<file path="src/rtl/glue_pkg.sv">
package glue_pkg;

    typedef enum logic [1:0] {
        SPACE_NONE = 2'd0,
        SPACE_ROM  = 2'd1,
        SPACE_CTL  = 2'd2
    } space_e;

    typedef struct packed {
        logic       sel_n;
        logic [1:0] ack_n;
        logic       ack_oe;
    } rom_side_t;

    typedef struct packed {
        logic cs_n;
        logic strobe_n;
    } ctl_side_t;

    localparam rom_side_t ROM_IDLE = '{sel_n: 1'b1, ack_n: 2'b11, ack_oe: 1'b0};
    localparam ctl_side_t CTL_IDLE = '{cs_n: 1'b1, strobe_n: 1'b1};

    function automatic space_e classify(input logic in_window, input logic top_page);
        if (!in_window)
            return SPACE_NONE;
        else if (top_page)
            return SPACE_ROM;
        else
            return SPACE_CTL;
    endfunction

endpackage

</file>
<file path="src/rtl/glue_addr_decode.sv">
module glue_addr_decode
    import glue_pkg::*;
#(
    parameter int ADDR_W  = 32,
    parameter int TAG_W   = 8,
    parameter logic [TAG_W-1:0] WIN_TAG = 8'hF9,
    parameter int OFFS_W  = 8
) (
    input  logic [ADDR_W-1:0] addr,
    output space_e            space,
    output logic [OFFS_W-1:0] offset
);
    localparam int PAGE_LO = OFFS_W;
    localparam int PAGE_HI = ADDR_W - TAG_W - 1;

    logic in_window;
    logic top_page;

    always_comb begin
        in_window = (addr[ADDR_W-1 -: TAG_W] == WIN_TAG);
        top_page  = &addr[PAGE_HI:PAGE_LO];
        space     = classify(in_window, top_page);
        offset    = addr[OFFS_W-1:0];
    end
endmodule

</file>
<file path="src/rtl/glue_rom_ack.sv">
module glue_rom_ack
    import glue_pkg::*;
#(
    parameter int ACK_W = 2
) (
    input  logic             clk,
    input  logic             rst,
    input  logic             as_n,
    input  logic             rw,
    input  space_e           space,
    output logic             sel_n,
    output logic [ACK_W-1:0] ack_n,
    output logic             ack_oe
);
    logic rom_cycle;
    logic sel_q;

    assign rom_cycle = !as_n && rw && (space == SPACE_ROM);

    always_ff @(posedge clk) begin
        if (rst)
            sel_q <= 1'b0;
        else
            sel_q <= rom_cycle;
    end

    assign sel_n  = !sel_q;
    assign ack_oe = sel_q;

    for (genvar i = 0; i < ACK_W; i++) begin : g_ack
        logic ack_q;
        always_ff @(posedge clk) begin
            if (rst)
                ack_q <= 1'b0;
            else
                ack_q <= rom_cycle;
        end
        assign ack_n[i] = !ack_q;
    end
endmodule

</file>
<file path="src/rtl/glue_ctl_strobe.sv">
module glue_ctl_strobe
    import glue_pkg::*;
(
    input  logic      clk,
    input  logic      rst,
    input  logic      as_n,
    input  logic      ds_n,
    input  space_e    space,
    output ctl_side_t ctl
);
    logic      ctl_cycle;
    ctl_side_t nxt;

    always_comb begin
        ctl_cycle = !as_n && (space == SPACE_CTL);
        nxt       = CTL_IDLE;
        if (ctl_cycle) begin
            nxt.cs_n     = 1'b0;
            nxt.strobe_n = ds_n;
        end
    end

    always_ff @(posedge clk) begin
        if (rst)
            ctl <= CTL_IDLE;
        else
            ctl <= nxt;
    end
endmodule

</file>
<file path="src/rtl/bus_slave_glue.sv">
module bus_slave_glue
    import glue_pkg::*;
#(
    parameter int ADDR_W = 32,
    parameter int TAG_W  = 8,
    parameter logic [TAG_W-1:0] WIN_TAG = 8'hF9,
    parameter int OFFS_W = 8,
    parameter int ACK_W  = 2
) (
    input  logic              clk,
    input  logic              rst,
    input  logic [ADDR_W-1:0] addr,
    input  logic              as_n,
    input  logic              ds_n,
    input  logic              rw,
    output logic [OFFS_W-1:0] rom_addr,
    output logic              rom_sel_n,
    output logic              ctl_cs_n,
    output logic              ctl_strobe_n,
    output logic [ACK_W-1:0]  ack_n,
    output logic              ack_oe
);
    space_e    space;
    ctl_side_t ctl;

    glue_addr_decode #(
        .ADDR_W (ADDR_W),
        .TAG_W  (TAG_W),
        .WIN_TAG(WIN_TAG),
        .OFFS_W (OFFS_W)
    ) u_decode (
        .addr  (addr),
        .space (space),
        .offset(rom_addr)
    );

    glue_rom_ack #(
        .ACK_W(ACK_W)
    ) u_rom (
        .clk   (clk),
        .rst   (rst),
        .as_n  (as_n),
        .rw    (rw),
        .space (space),
        .sel_n (rom_sel_n),
        .ack_n (ack_n),
        .ack_oe(ack_oe)
    );

    glue_ctl_strobe u_ctl (
        .clk  (clk),
        .rst  (rst),
        .as_n (as_n),
        .ds_n (ds_n),
        .space(space),
        .ctl  (ctl)
    );

    assign ctl_cs_n     = ctl.cs_n;
    assign ctl_strobe_n = ctl.strobe_n;
endmodule

</file>
<file path="config.mk">
export PLATFORM = sky130hd
export DESIGN_NAME = bus_slave_glue
export DESIGN_NICKNAME = d
export VERILOG_FILES = /design/src/rtl/glue_pkg.sv /design/src/rtl/glue_addr_decode.sv /design/src/rtl/glue_rom_ack.sv /design/src/rtl/glue_ctl_strobe.sv /design/src/rtl/bus_slave_glue.sv
export SDC_FILE = /design/constraint.sdc
export NUM_CORES = 1
export LEC_CHECK = 0
export ABC_AREA = 0
export BUFFER_PORTS_ARGS = -buffer_cell sky130_fd_sc_hd__buf_2
export CAP_MARGIN = 10
export CELL_PAD_IN_SITES_DETAIL_PLACEMENT = 2
export CELL_PAD_IN_SITES_GLOBAL_PLACEMENT = 2
export CORE_ASPECT_RATIO = 1.2
export CORE_MARGIN = 3
export CORE_UTILIZATION = 10
export DETAILED_ROUTE_END_ITERATION = 12
export PLACE_DENSITY = 0.95
export RECOVER_POWER = 50
export SLEW_MARGIN = 20
export SYNTH_ARGS = -nofsm -noshare
export SYNTH_HDL_FRONTEND = slang
export SYNTH_SLANG_ARGS = --single-unit
</file>
<file path="constraint.sdc">
create_clock -name clk -period 1.2 [get_ports clk]
set_input_delay 0.12 -clock clk [delete_from_list [all_inputs] [get_ports clk]]
set_output_delay 0.12 -clock clk [all_outputs]
set_load 0.02 [all_outputs]
</file>
==> flow_summary.json <==
{
  "clkTransAtPathRegs_ns": 0.03,
  "fp.dieW_um": 49.9,
  "die_height_um": 58.7,
  "end_kind": "flip-flop",
  "cp_max_fo": 3,
  "worstPathArrival_ns": 1.12,
  "syn_avg_cell_area_um2": 8.57,
  "p_per_area_nw_per_um2": 818,
  "clock_sinks": 3,
  "vias": 315,
  "slowest_stage": "or4_1",
  "report.final.slew_viol_count": 0,
  "synth_area_um2": 231,
  "layout_common_cells": "buf_2 (34), nand4_1 (5), clkbuf_4 (3), dfxtp_1 (3)",
  "rows": 18,
  "core_um2": 2140,
  "clock.fmax_mhz": 974,
  "rsz0062_at_grt": "no",
  "cts_made_buffers": 3,
  "die-area_um2": 2930,
  "ant_nets": 0,
  "cts_root_buf": "clkbuf_4",
  "worst-path-buf-inv": 1,
  "start_kind": "input port",
  "wirelength_um": 897,
  "cts_resized": 0,
  "overflow": 0,
  "slew_headroom": 0.739,
  "slowest_delay_ns": 0.49,
  "synth.area.top_cells": "buf_4 (32%), dfxtp_1 (26%), nand4_1 (14%), or4_1 (6.5%), nor4_2 (5.4%)",
  "grt_start_max_net_pins": 4,
  "hp-class": "in2reg",
  "yosysSeqAreaShare": 0.259,
  "power.leakage_uw": 0.000182,
  "cts_max_path_buffers": 2,
  "cts_hold_buf": 0,
  "path_delay_family": "simple AND/OR/NAND/NOR gates",
  "maxCapViolCount": 0,
  "grt_use_total": 0.0691,
  "area_delta_synth_final_pct": 71.9,
  "globalplace.congestion": 0.624,
  "synth_top_cell_by_area": "buf_4",
  "syn_nets": 64,
  "timing.hold.ws_ns": 0.101,
  "synth-seq-cells": 3,
  "firstDrtPassIters": 1,
  "cp.required_ns": 1.29,
  "worst_slack_ns": 0.173,
  "crit_type": "in2reg",
  "synthCells": 27,
  "yosysTopAreaCellShare": 0.324,
  "status": "completed",
  "io_pins": 51,
  "dp.cells": 82,
  "antenna_found_initial": 0,
  "fin_crit_sh": 0.856,
  "drive_gt1_frac": 0.696,
  "setup_viol": 0,
  "post_drt_wl_per_cell_um": 10.4,
  "worst_slew_pin_slew_ns": 0.389,
  "fin_crit_ns": 1.03,
  "post-cts-setup-buffers": 0,
  "postLayoutCellArea_um2": 398,
  "layoutNonFillerInstCount": 86,
  "drc": 0,
  "viasPerCell": 3.66,
  "initial_core_util": 0.108,
  "dp_hpwl_um": 868,
  "critical_path.cell_chain": "buf_2, nand4_1, or3_1, or4_1",
  "cts_max_level": 1,
  "fin_util": 0.186,
  "drt_iter0_markers": 0,
  "yosysUniqueCellTypes": 9,
  "place_area_um2": 372,
  "cts_tree": "yes",
  "grt_pass1_vias": 395,
  "num_antenna_cells": 0,
  "post-place-ws_ns": -0.0875,
  "grt_first_pass_wirelength_mm": 1.52,
  "peakVddDrop_uv": 180,
  "io_buffers": 34,
  "fillers": 262,
  "final_hold_viol_count": 0,
  "final_common_cell": "buf_2",
  "nNetsFinal": 94,
  "ys.warnings.count": 0
}
==> through the flow <==
stage / setup TNS (ns) / total power [uW]
final: 0 / 326
after global routing: 0 / 348
after CTS: 0 / 338
after detailed placement: -0.107 / 155
after global placement: -0.0323 / 152
after floorplan: 0 / 147
==> power breakdown <==
part	internal (uW)	total (uW)	switching, uW
registers	100	100	0.0118
clock network	124	173	48.8
logic	36.0	51.9	15.9
==> path summary, 6_finish.rpt <==
kind,depth (start not counted),slack [ns],endpoint,start
max,4,0.17,u_ctl.ctl[0],addr[30]
min,2,0.10,u_ctl.ctl[0],ds_n
==> cell usage after synthesis (all sizes together) <==
| master | instances |
|---|---|
| or3 | 2 |
| dfxtp | 3 |
| nand4bb | 1 |
| nand4 | 5 |
| inv | 2 |
| buf | 10 |
| or4 | 2 |
| nor4 | 2 |
==> sequential cells by signal, summed over array words and instances, names as in the netlist <==
signal,cells
u_ctl.ctl,2
u_rom.ack_oe,1
==> layer usage <==
layer  vias up  GRT usage  share of wire
met5         -          0              0
met4         0     0.0593         0.0045
met3         2     0.0354           0.19
met2        30      0.140           0.55
met1       135     0.0415           0.26
li1        148          -              -
==> logic make-up after synthesis <==
logic type	count (synthesis)	share of synthesized area
flops	3	0.259
simple gates	12	0.384
buf+inv	12	0.357
==> cell type report <==
| class | instances | area, um^2 | area share |
|---|---|---|---|
| repair buffers | 35 | 178 | 0.447 |
| multi-input cells | 12 | 88.8 | 0.223 |
| flip-flops and latches | 3 | 60.1 | 0.151 |
| well taps | 30 | 37.5 | 0.0943 |
| clock buffers | 4 | 26.3 | 0.0660 |
| inverters | 2 | 7.51 | 0.0189 |
No activity file was read; power rests on OpenSTA's default activity.
